File: config.mk
export PLATFORM = sky130hd
export DESIGN_NAME = gpio_pad_mux
export DESIGN_NICKNAME = d
export VERILOG_FILES = /design/src/rtl/gpio_mux_pkg.sv /design/src/rtl/gpio_in_sync.sv /design/src/rtl/gpio_regs.sv /design/src/rtl/gpio_pad_cell.sv /design/src/rtl/gpio_pad_mux.sv
export SDC_FILE = /design/constraint.sdc
export NUM_CORES = 1
export LEC_CHECK = 0
export BUFFER_PORTS_ARGS = -buffer_cell sky130_fd_sc_hd__clkbuf_2
export CAP_MARGIN = 5
export CORE_AREA = 2 2 337 339
export DETAILED_ROUTE_END_ITERATION = 16
export DIE_AREA = 0 0 339 341
export GPL_TIMING_DRIVEN = 0
export PLACE_DENSITY = 0.51
export SYNTH_ARGS = -nofsm -noshare
export SYNTH_HDL_FRONTEND = slang
export SYNTH_SLANG_ARGS = --single-unit
File: constraint.sdc
create_clock -name clk -period 7.8 [get_ports clk]
set_input_delay 1.17 -clock clk [delete_from_list [all_inputs] [get_ports clk]]
set_output_delay 1.17 -clock clk [all_outputs]
set_load 0.02 [all_outputs]
File: src/rtl/gpio_mux_pkg.sv
package gpio_mux_pkg;

    localparam int AW      = 8;
    localparam int DW      = 32;
    localparam int BANK_W  = 16;
    localparam int NPAD    = 56;
    localparam int NSLOT   = 3;
    localparam int NBANK   = (NPAD + BANK_W - 1) / BANK_W;
    localparam int BIW     = $clog2(NBANK);
    localparam int NSTORE  = 7;

    localparam logic [AW-1:0]  WIN      = 8'h30;
    localparam logic [AW-1:0]  NBANK_A  = AW'(NBANK);
    localparam logic [AW-1:0]  HALF_A   = AW'(NBANK - 1);
    localparam logic [BIW-1:0] HALF_ID  = BIW'(NBANK - 1);
    // relocated half-bank registers
    localparam logic [AW-1:0]  REL_OD   = 8'h24;
    localparam logic [AW-1:0]  REL_PSEL = 8'h28;
    localparam logic [AW-1:0]  REL_PEN  = 8'h2C;
    localparam logic [AW-1:0]  REL_FS1  = 8'h54;

    typedef enum logic [2:0] {
        FLD_OUT  = 3'd0,
        FLD_DIR  = 3'd1,
        FLD_FS0  = 3'd2,
        FLD_FS1  = 3'd3,
        FLD_OD   = 3'd4,
        FLD_PSEL = 3'd5,
        FLD_PEN  = 3'd6,
        FLD_IN   = 3'd7
    } fld_e;

    typedef struct packed {
        logic           hit;
        fld_e           fld;
        logic [BIW-1:0] bank;
    } dec_t;

    typedef struct packed {
        logic [1:0] fcode;
        logic       dout;
        logic       dir;
        logic       push;   // 1 = push-pull, 0 = open-drain
        logic       pen;
        logic       psel;   // 0 = up, 1 = down
    } pad_cfg_t;

    function automatic dec_t decode(input logic [AW-1:0] a);
        dec_t d;
        logic [AW-1:0] bsel;
        logic [AW-1:0] off;
        d    = '{hit: 1'b0, fld: FLD_OUT, bank: '0};
        bsel = a / WIN;
        off  = a - bsel * WIN;
        if (a == REL_OD)        d = '{hit: 1'b1, fld: FLD_OD,   bank: HALF_ID};
        else if (a == REL_PSEL) d = '{hit: 1'b1, fld: FLD_PSEL, bank: HALF_ID};
        else if (a == REL_PEN)  d = '{hit: 1'b1, fld: FLD_PEN,  bank: HALF_ID};
        else if (a == REL_FS1)  d = '{hit: 1'b1, fld: FLD_FS1,  bank: HALF_ID};
        else if (bsel < NBANK_A) begin
            d.bank = bsel[BIW-1:0];
            d.hit  = 1'b1;
            case (off)
                8'h00:   d.fld = FLD_OUT;
                8'h04:   d.fld = FLD_IN;
                8'h08:   d.fld = FLD_DIR;
                8'h0C:   d.fld = FLD_FS0;
                8'h10:   d.fld = FLD_FS1;
                8'h14:   d.fld = FLD_OD;
                8'h1C:   d.fld = FLD_PSEL;
                8'h20:   d.fld = FLD_PEN;
                default: d.hit = 1'b0;
            endcase
            if (bsel == HALF_A && off > 8'h0C) d.hit = 1'b0;
        end
        return d;
    endfunction

endpackage

File: src/rtl/gpio_in_sync.sv
module gpio_in_sync
    import gpio_mux_pkg::*;
#(
    parameter int W = NPAD
) (
    input  logic         clk,
    input  logic         rst,
    input  logic [W-1:0] d,
    output logic [W-1:0] q
);
    logic [W-1:0] stg1, stg2;

    always_ff @(posedge clk) begin
        if (rst) begin
            stg1 <= '0;
            stg2 <= '0;
        end else begin
            stg1 <= d;
            stg2 <= stg1;
        end
    end

    assign q = stg2;

    // edges since reset, saturating, for the latency check
    logic [1:0] age;
    always_ff @(posedge clk) begin
        if (rst)             age <= '0;
        else if (age != 2'd3) age <= age + 2'd1;
    end

    p_sync_two_stage_r5: assert property (@(posedge clk) disable iff (rst)
        (age >= 2'd2) |-> (q == $past(d, 2)));

endmodule

File: src/rtl/gpio_regs.sv
module gpio_regs
    import gpio_mux_pkg::*;
(
    input  logic                         clk,
    input  logic                         rst,
    input  logic                         wr,
    input  logic [AW-1:0]                addr,
    input  logic [BANK_W-1:0]            wdata,
    output logic [DW-1:0]                rdata,
    input  logic [NPAD-1:0]              sync_in,
    output logic [NSTORE-1:0][NPAD-1:0]  fld
);
    dec_t dec;
    assign dec = decode(addr);

    for (genvar b = 0; b < NBANK; b++) begin : g_bank
        localparam int LO = b * BANK_W;
        localparam int BW = (NPAD - LO < BANK_W) ? (NPAD - LO) : BANK_W;
        localparam logic [BIW-1:0] BID = BIW'(b);
        for (genvar f = 0; f < NSTORE; f++) begin : g_fld
            localparam fld_e FID = fld_e'(f);
            logic [BW-1:0] q;
            always_ff @(posedge clk) begin
                if (rst)
                    q <= '0;
                else if (wr && dec.hit && dec.bank == BID && dec.fld == FID)
                    q <= wdata[BW-1:0];
            end
            assign fld[f][LO +: BW] = q;
        end
    end

    logic [NBANK*BANK_W-1:0] ext;
    always_comb begin
        ext = '0;
        case (dec.fld)
            FLD_OUT:  ext[NPAD-1:0] = fld[FLD_OUT];
            FLD_DIR:  ext[NPAD-1:0] = fld[FLD_DIR];
            FLD_FS0:  ext[NPAD-1:0] = fld[FLD_FS0];
            FLD_FS1:  ext[NPAD-1:0] = fld[FLD_FS1];
            FLD_OD:   ext[NPAD-1:0] = fld[FLD_OD];
            FLD_PSEL: ext[NPAD-1:0] = fld[FLD_PSEL];
            FLD_PEN:  ext[NPAD-1:0] = fld[FLD_PEN];
            default:  ext[NPAD-1:0] = sync_in;
        endcase
        rdata = '0;
        if (dec.hit) rdata = DW'(ext[dec.bank*BANK_W +: BANK_W]);
    end

    p_wr_takes_r2: assert property (@(posedge clk) disable iff (rst)
        (wr && dec.hit && dec.fld == FLD_OUT && dec.bank == '0)
        |=> (fld[FLD_OUT][BANK_W-1:0] == $past(wdata)));

    p_miss_no_write_r4: assert property (@(posedge clk) disable iff (rst)
        (wr && !dec.hit) |=> $stable(fld));

endmodule

File: src/rtl/gpio_pad_cell.sv
module gpio_pad_cell
    import gpio_mux_pkg::*;
(
    input  pad_cfg_t         cfg,
    input  logic [NSLOT-1:0] alt_do,
    input  logic [NSLOT-1:0] alt_oe,
    input  logic             sync_in,
    output logic             pad_oe,
    output logic             pad_out,
    output logic             pull_up,
    output logic             pull_dn,
    output logic [NSLOT-1:0] alt_di
);
    logic d, e;

    always_comb begin
        case (cfg.fcode)
            2'd0:    begin d = cfg.dout;  e = cfg.dir;   end
            2'd1:    begin d = alt_do[0]; e = alt_oe[0]; end
            2'd2:    begin d = alt_do[1]; e = alt_oe[1]; end
            default: begin d = alt_do[2]; e = alt_oe[2]; end
        endcase
        pad_oe  = cfg.push ? e : (e & ~d);
        pad_out = cfg.push & d;
        pull_up = cfg.pen & ~cfg.psel;
        pull_dn = cfg.pen & cfg.psel;
    end

    for (genvar s = 0; s < NSLOT; s++) begin : g_di
        localparam logic [1:0] CODE = 2'(s + 1);
        assign alt_di[s] = sync_in & (cfg.fcode == CODE);
    end

endmodule

File: src/rtl/gpio_pad_mux.sv
module gpio_pad_mux
    import gpio_mux_pkg::*;
(
    input  logic                  clk,
    input  logic                  rst,
    input  logic                  bus_wr,
    input  logic [7:0]            bus_addr,
    input  logic [31:0]           bus_wdata,
    output logic [31:0]           bus_rdata,
    input  logic [55:0]           pad_in,
    output logic [55:0]           pad_oe,
    output logic [55:0]           pad_out,
    output logic [55:0]           pad_pu,
    output logic [55:0]           pad_pd,
    input  logic [167:0]          alt_do,
    input  logic [167:0]          alt_oe,
    output logic [167:0]          alt_di
);
    logic [NPAD-1:0]             sync_in;
    logic [NSTORE-1:0][NPAD-1:0] fld;

    gpio_in_sync #(.W(NPAD)) u_sync (
        .clk (clk),
        .rst (rst),
        .d   (pad_in),
        .q   (sync_in)
    );

    gpio_regs u_regs (
        .clk     (clk),
        .rst     (rst),
        .wr      (bus_wr),
        .addr    (bus_addr),
        .wdata   (bus_wdata[BANK_W-1:0]),
        .rdata   (bus_rdata),
        .sync_in (sync_in),
        .fld     (fld)
    );

    for (genvar p = 0; p < NPAD; p++) begin : g_pad
        pad_cfg_t         cfg;
        logic [NSLOT-1:0] s_do, s_oe, s_di;

        assign cfg = '{fcode: {fld[FLD_FS1][p], fld[FLD_FS0][p]},
                       dout:  fld[FLD_OUT][p],
                       dir:   fld[FLD_DIR][p],
                       push:  fld[FLD_OD][p],
                       pen:   fld[FLD_PEN][p],
                       psel:  fld[FLD_PSEL][p]};

        for (genvar s = 0; s < NSLOT; s++) begin : g_slot
            assign s_do[s]            = alt_do[s*NPAD + p];
            assign s_oe[s]            = alt_oe[s*NPAD + p];
            assign alt_di[s*NPAD + p] = s_di[s];
        end

        gpio_pad_cell u_cell (
            .cfg     (cfg),
            .alt_do  (s_do),
            .alt_oe  (s_oe),
            .sync_in (sync_in[p]),
            .pad_oe  (pad_oe[p]),
            .pad_out (pad_out[p]),
            .pull_up (pad_pu[p]),
            .pull_dn (pad_pd[p]),
            .alt_di  (s_di)
        );

        p_gpio_oe_r6: assert property (@(posedge clk) disable iff (rst)
            (cfg.fcode == 2'd0 && cfg.push) |-> (pad_oe[p] == cfg.dir));

        p_od_no_high_r7: assert property (@(posedge clk) disable iff (rst)
            (!cfg.push) |-> !pad_out[p]);

        p_slot_onehot_r10: assert property (@(posedge clk) disable iff (rst)
            $onehot0(s_di));
    end

    p_pull_excl_r8: assert property (@(posedge clk) disable iff (rst)
        (pad_pu & pad_pd) == '0);

endmodule

==> results of run 1 <==
-- metal layers --
metal,global-route usage,up-vias,wire length (um)
met5,0,-,160
met4,0.150,24,10200
met3,0.0894,491,18900
met2,0.483,1955,81700
met1,0.369,15200,71500
li1,-,13800,-
-- cells in the final DEF (no fill, tap or decap), drive strengths merged, types with 5 or more instances in the layout --
master	instances
and4	5
nor2	271
buf	316
o21ai	73
nand2	811
diode	12
and3b	5
nand3	69
a211oi	26
and3	60
conb	16
a21oi	341
nor3b	6
inv	68
a21boi	57
and2	117
o221ai	6
dfxtp	504
a221oi	36
o211ai	16
bufinv	10
nor2b	168
mux2i	153
clkinv	12
o22ai	8
a22oi	17
mux2	10
a31oi	23
clkbuf	1102
mux4	112
nor3	21
a311oi	10
ha	5
a221o	7
-- what timing repair did --
action                                  in CTS  in global routing
buffers inserted                             4                  3
pin swaps                                    2                  3
gates cloned                                 0                  0
resized for setup                           38                 65
endpoints found under the setup margin      16                 16
endpoints found under the hold margin        0                  0
-- final cells by class --
| type | instances | area, um^2 |
|---|---|---|
| Sequential cell | 504 | 10100 |
| Clock buffer | 83 | 1740 |
| Clock inverter | 26 | 434 |
| Inverter | 67 | 251 |
| Fill cell | 12100 | 74400 |
| Multi-Input combinational cell | 2519 | 15800 |
| Timing Repair Buffer | 824 | 4140 |
| Tap cell | 1500 | 1880 |
| Buffer | 511 | 3100 |
| Antenna cell | 12 | 30.0 |
-- sequential cells by signal, indices dropped and copies added (netlist names) --
name / flops
u_sync.stg1: 56
u_sync.q: 56
u_regs.g_bank.g_fld.q: 392
-- power breakdown --
group / internal (mW) / switching [mW] / leakage, nW
clock network: 1.89 / 1.29 / 1.06
registers: 2.60 / 0.0353 / 4.08
logic: 0.203 / 0.472 / 11.3
-- kinds of logic (layout without fill, tap and decap cells) --
family / count (synthesis) / in the layout
fa+ha+maj: 9 / 9
flops: 504 / 504
compound gates: 658 / 658
buf+inv: 581 / 1511
other cells: 1 / 28
simple gates: 1556 / 1556
mux: 275 / 275
xor+xnor: 5 / 5
-- path summary, 6_finish.rpt --
check | cells after the start | startpoint | to
worst max-delay path | 20 | bus_addr[6] | bus_rdata[6]
worst min-delay path | 1 | u_sync.stg1[27] | u_sync.q[27]
worst max register to register | 3 | u_regs.g_bank[1].g_fld[3].q[2] | u_regs.g_bank[1].g_fld[3].q[2]
worst min register to register | 1 | u_sync.stg1[27] | u_sync.q[27]
==> metrics.md, run 1 <==
| Metric | Value |
|---|---|
| Status | finished clean |
| CTS tree | built |
| WS Path Type | input pin to output port |
| Final hold slack | 416 ps |
| Synth Flop Type | dfxtp_1 |
| Pwr per Cell Area | 173 mW/mm^2 |
| CTS Sinks | 504 |
| Yosys warning total | 0 |
| Initial antenna violation count | 23 |
| Critical Path RT | 6630 ps |
| Count of hold-fix buffers inserted at cts | 0 |
| Chip Height | 341 um |
| Worst-path cell chain | clkbuf_2 > inv_1 > maj3_1 > a221o_1 > ha_1 > fa_1 > inv_1 > ha_1 > a21oi_1 > o21ai_0 > xnor2_2 > buf_4 > a31oi_2 > a211oi_1 > clkbuf_4 > a221oi_1 > o211a_1 > a31oi_2 > and3_1 > clkbuf_2 |
| Synth Area in Simple Gates | 0.249 |
| Final WL | 182 mm |
| Mux contribution to synthesized area | 0.144 |
| Syn Area/Cell | 8.06 um^2 |
| Place WS | -1250 ps |
| Mapped Cells | 3589 |
| Total gr overflow | 0 |
| Finished layout cell area | 0.0375 mm^2 |
| Drt pass-1 iters | 9 |
| Core box area | 0.112 mm^2 |
| Area contributors post-synth | dfxtp_1 (35%), nand2_1 (10%), mux4_2 (8.7%) |
| Drt initial violations | 3495 |
| Share of layout cells above drive strength 1 | 0.320 |
| Setup TNS Final | 0 ps |
| Slew Viols, Final | 0 |
| Minimum clock period | 7750 ps |
| Fin worst setup slack | 52.4 ps |
| Max Clock Skew | 23.1 ps |
| Endpoints failing hold | 0 |
| Post-layout util | 0.335 |
| I/O pin cnt | 859 |
| Buffers on Ports | 817 |
| Via density per instance | 5.19 |
| Mapped Area | 0.0289 mm^2 |
| Worst slew margin | 0.114 |
| Compound-gate portion of the synthesized area | 0.139 |
| Drt drc | 0 |
| Cell Rows | 123 |
| Count leader, synth | nand2_1 |
| Worst hold-check path type | flip-flop to flip-flop |
| Total clock buffers created by CTS | 60 |
| Worst skew pair latency | 680 ps |
| Worst EP arrival | 6580 ps |
| Buffers and inverters on the worst path | 6 |
| Synth async-reset ratio | 0 |
| Number of nets in the layout | 4929 |
| Slowest CP cell | fa_1 |
| Worst-Margin Slew | 1330 ps |
| #FFs+latches synth | 504 |
| Routability congestion estimate | 0.985 |
| Pin count of the biggest net entering global routing | 20 |
| Vias in the first global route | 29300 |
| Initial Utilization | 0.259 |
| H-tree depth | 2 |
| Area Growth Syn to Fin | 29.4% |
| Gr usage total | 0.302 |
| Clk slew on worst S/H paths | 60 ps |
| DR vias | 31400 |
| XOR/XNOR Fraction of Synth Area | 0.00255 |
| First-pass GRT wire length | 243 mm |
| Endpoint class of the critical path | output port |
| RSZ-0062 raised after global routing | yes |
| Final setup viols | 0 |
| Peak VDD IR | 0.186 mV |
| Unique masters post-synth | 87 |
| Root buffer cell | clkbuf_16 |
| Startpoint types | input pin |
| Max cap viols | 0 |
| DP Area | 0.0350 mm^2 |
| Fin crit share | 0.993 |
| Leak | 16.4 nW |
| Post-synthesis adder-cell area fraction | 0.00424 |
| Yosys top cell area share | 0.349 |
| EDFF count, synth | 0 |
| HPWL after detailed placement | 146 mm |
| Dpl cells | 5921 |
| Max clock buf depth | 3 |
| Non-Filler Instances | 6046 |
| ANT nets after route | 0 |
| Die width | 339 um |
| Synth cell count leaders | nand2_1 (809), dfxtp_1 (504), a21oi_1 (340) |
| Tot Pwr | 6.49 mW |
| Slowest Stage Delay on Critical Path | 480 ps |
| Crit Path Max Fanout | 10 |
| Fmax | 129 MHz |
| Largest family of logic cells by synthesized area | simple AND/OR/NAND/NOR gates |
| Flop2flop setup slack | 6330 ps |
| Synth area leader | dfxtp_1 |
| Cell family with the largest share of critical-path delay | compound AO/OA/AOI/OAI gates |
| DR WL/cell | 30.2 um |
| Sequential share of the synthesized area | 0.349 |
| DIE AREA | 0.116 mm^2 |
Power figures use the tool's default switching activity.
==> run 2, diff against run 1 <==
--- a/config.mk
+++ b/config.mk
@@ -11,7 +11,7 @@
 export DETAILED_ROUTE_END_ITERATION = 16
 export DIE_AREA = 0 0 339 341
 export GPL_TIMING_DRIVEN = 0
-export PLACE_DENSITY = 0.51
+export PLACE_DENSITY = 0.49
 export SYNTH_ARGS = -nofsm -noshare
 export SYNTH_HDL_FRONTEND = slang
 export SYNTH_SLANG_ARGS = --single-unit
==> metrics.md, run 2 (synthesis results as in run 1) <==
| Metric | Value |
|---|---|
| DIE AREA | 0.116 mm^2 (unchanged) |
| Top flop regs | u_regs.g_bank.g_fld.q x392, u_sync.q x56, u_sync.stg1 x56 (unchanged) |
| WS Path Type | input pin to output port (unchanged) |
| CTS tree | built (unchanged) |
| Area Growth Syn to Fin | 29.7% (was 29.4%) |
| Area of the multi-input gates | 0.0158 mm^2 (about the same) |
| Slew Viols, Final | 0 (unchanged) |
| Most frequent cells in the layout | clkbuf_2 (828), nand2_1 (808), dfxtp_1 (504) (was clkbuf_2 (825), nand2_1 (807), dfxtp_1 (504)) |
| Worst path depth | 20 (unchanged) |
| Initial antenna violation count | 26 (was 23) |
| Via density per instance | 5.19 (about the same) |
| Worst EP arrival | 6610 ps (was 6580 ps) |
| Worst slew margin | 0.129 (was 0.114) |
| I/O pin cnt | 859 (unchanged) |
| Fillcell total | 12100 (about the same) |
| Vias in the first global route | 29400 (was 29300) |
| H-tree depth | 3 (was 2) |
| Worst hold-check path type | flip-flop to flip-flop (unchanged) |
| CP most frequent cell | clkbuf_2 |
| Crit Path Max Fanout | 10 (unchanged) |
| Leak | 16.5 nW (was 16.4 nW) |
| Drt initial violations | 3555 (was 3495) |
| Max layer used | met5 (unchanged) |
| Largest Register | u_regs.g_bank.g_fld.q (unchanged) |
| Pin count of the biggest net entering global routing | 20 (unchanged) |
| Core box area | 0.112 mm^2 (unchanged) |
| Met3 WL | 18.6 mm (was 18.9 mm) |
| Minimum clock period | 7780 ps (was 7750 ps) |
| Slowest CP cell | clkbuf_2 (was fa_1) |
| Routability congestion estimate | 0.988 (was 0.985) |
| Fmax | 129 MHz (about the same) |
| Register area | 0.0101 mm^2 (unchanged) |
| Status | finished clean (unchanged) |
| R2R depth | 3 (unchanged) |
| Clk slew on worst S/H paths | 60 ps (about the same) |
| HPWL after detailed placement | 145 mm (was 146 mm) |
| Root buffer cell | clkbuf_16 (unchanged) |
| Chip Height | 341 um (unchanged) |
| Max Clock Skew | 8.10 ps (was 23.1 ps) |
| DR WL/cell | 30.2 um (about the same) |
| Endpoints failing hold | 0 (unchanged) |
| Total clock buffers created by CTS | 66 (was 60) |
| Max cap viols | 0 (unchanged) |
| Met1 wire length | 71.5 mm (about the same) |
| CTS Sinks | 504 (unchanged) |
| WL met2 | 82.4 mm (was 81.7 mm) |
| Largest register FFs | 392 (unchanged) |
| Worst skew pair latency | 640 ps (was 680 ps) |
| DR vias | 31400 (about the same) |
| Hold path cells | 1 (unchanged) |
| Max clock buf depth | 3 (unchanged) |
| Number of nets in the layout | 4936 (was 4929) |
| First-pass GRT wire length | 243 mm (about the same) |
| Slowest Stage Delay on Critical Path | 570 ps (was 480 ps) |
| Final setup viols | 0 (unchanged) |
| Drt drc | 0 (unchanged) |
| Finished layout cell area | 0.0375 mm^2 (about the same) |
| Commonest non-fill, non-tap cell in the layout | clkbuf_2 (unchanged) |
| Gr usage total | 0.302 (about the same) |
| Cell family with the largest share of critical-path delay | buffers and inverters (was compound AO/OA/AOI/OAI gates) |
| Endpoint class of the critical path | output port (unchanged) |
| Share of layout cells above drive strength 1 | 0.319 (was 0.320) |
| Total gr overflow | 0 (unchanged) |
| Peak VDD IR | 0.114 mV (was 0.186 mV) |
| Initial Utilization | 0.259 (unchanged) |
| ANT nets after route | 0 (unchanged) |
| Buffers and inverters on the worst path | 7 (was 6) |
| Tot Pwr | 6.64 mW (was 6.49 mW) |
| Critical Path RT | 6630 ps (about the same) |
| Fin crit share | 0.997 (was 0.993) |
| Worst-path cell chain | clkbuf_2 > inv_1 > maj3_1 > a221o_1 > ha_1 > fa_1 > inv_1 > ha_1 > a21oi_1 > o21ai_1 > xnor2_2 > buf_4 > a31o_4 > nand2_4 > buf_4 > clkbuf_2 > a211oi_1 > o21ai_1 > and4_1 > clkbuf_2 (was clkbuf_2 > inv_1 > maj3_1 > a221o_1 > ha_1 > fa_1 > inv_1 > ha_1 > a21oi_1 > o21ai_0 > xnor2_2 > buf_4 > a31oi_2 > a211oi_1 > clkbuf_4 > a221oi_1 > o211a_1 > a31oi_2 > and3_1 > clkbuf_2) |
| Pwr per Cell Area | 177 mW/mm^2 (was 173 mW/mm^2) |
| Drt pass-1 iters | 6 (was 9) |
| Worst-Margin Slew | 1310 ps (was 1330 ps) |
| Buffers on Ports | 817 (unchanged) |
| Count of hold-fix buffers inserted at cts | 0 (unchanged) |
| DP Area | 0.0350 mm^2 (unchanged) |
| Cell Rows | 123 (unchanged) |
| Final WL | 183 mm (was 182 mm) |
| Die width | 339 um (unchanged) |
| Flop2flop setup slack | 6260 ps (was 6330 ps) |
| Startpoint types | input pin (unchanged) |
## run 2: timing repair
| item | CTS | global route |
|---|---|---|
| endpoints found under the setup margin | 16 | 16 |
| gates resized for setup | 41 | 40 |
| setup buffers | 2 | 4 |
| pin swaps | 2 | 2 |
## run 2: worst paths after layout
path                                   from                        endpoint
max                             bus_addr[6]                    bus_rdata[3]
max reg2reg  u_regs.g_bank[1].g_fld[3].q[0]  u_regs.g_bank[1].g_fld[3].q[0]
min reg2reg                 u_sync.stg1[16]                    u_sync.q[16]
min                         u_sync.stg1[16]                    u_sync.q[16]
## run 2: layout make-up
cell class	count	area share
Clock buffer	90	0.0508
Inverter	67	0.00670
Multi-Input combinational cell	2519	0.420
Clock inverter	26	0.0103
Tap cell	1500	0.0500
Sequential cell	504	0.269
Antenna cell	9	0.000600
Timing Repair Buffer	823	0.110
Buffer	513	0.0819
## run 2: routing by layer
layer	GRT usage	up-vias
li1	-	13800
met1	0.367	15100
met2	0.485	2009
met3	0.0906	477
met4	0.153	16
met5	0	-
## run 2: stage by stage
step | worst slack (ps) | hold slack (ps) | std cells | TNS (ps) | utilization
global route | -20.4 | 445 | 6045 | -20.4 | 0.335
floorplan | 1220 | 414 | 3604 | 0 | -
CTS | 2.92 | 434 | 6038 | 0 | 0.334
detailed placement | -1200 | 420 | 5921 | -9860 | 0.313
global placement | -1230 | 415 | 5921 | -10340 | 0.313
finish | 23.1 | 432 | 6051 | 0 | 0.335
## run 2: worst reg2reg max path, stage by stage, from the launching register on
cell and delay, ps:
dfxtp_1 300, clkbuf_1 850, nand2_1 140, a21oi_1 180
## run 2: where the power goes
part	internal [mW]	switching (mW)
combinational	0.203	0.472
sequential	2.60	0.0372
clock	1.99	1.33
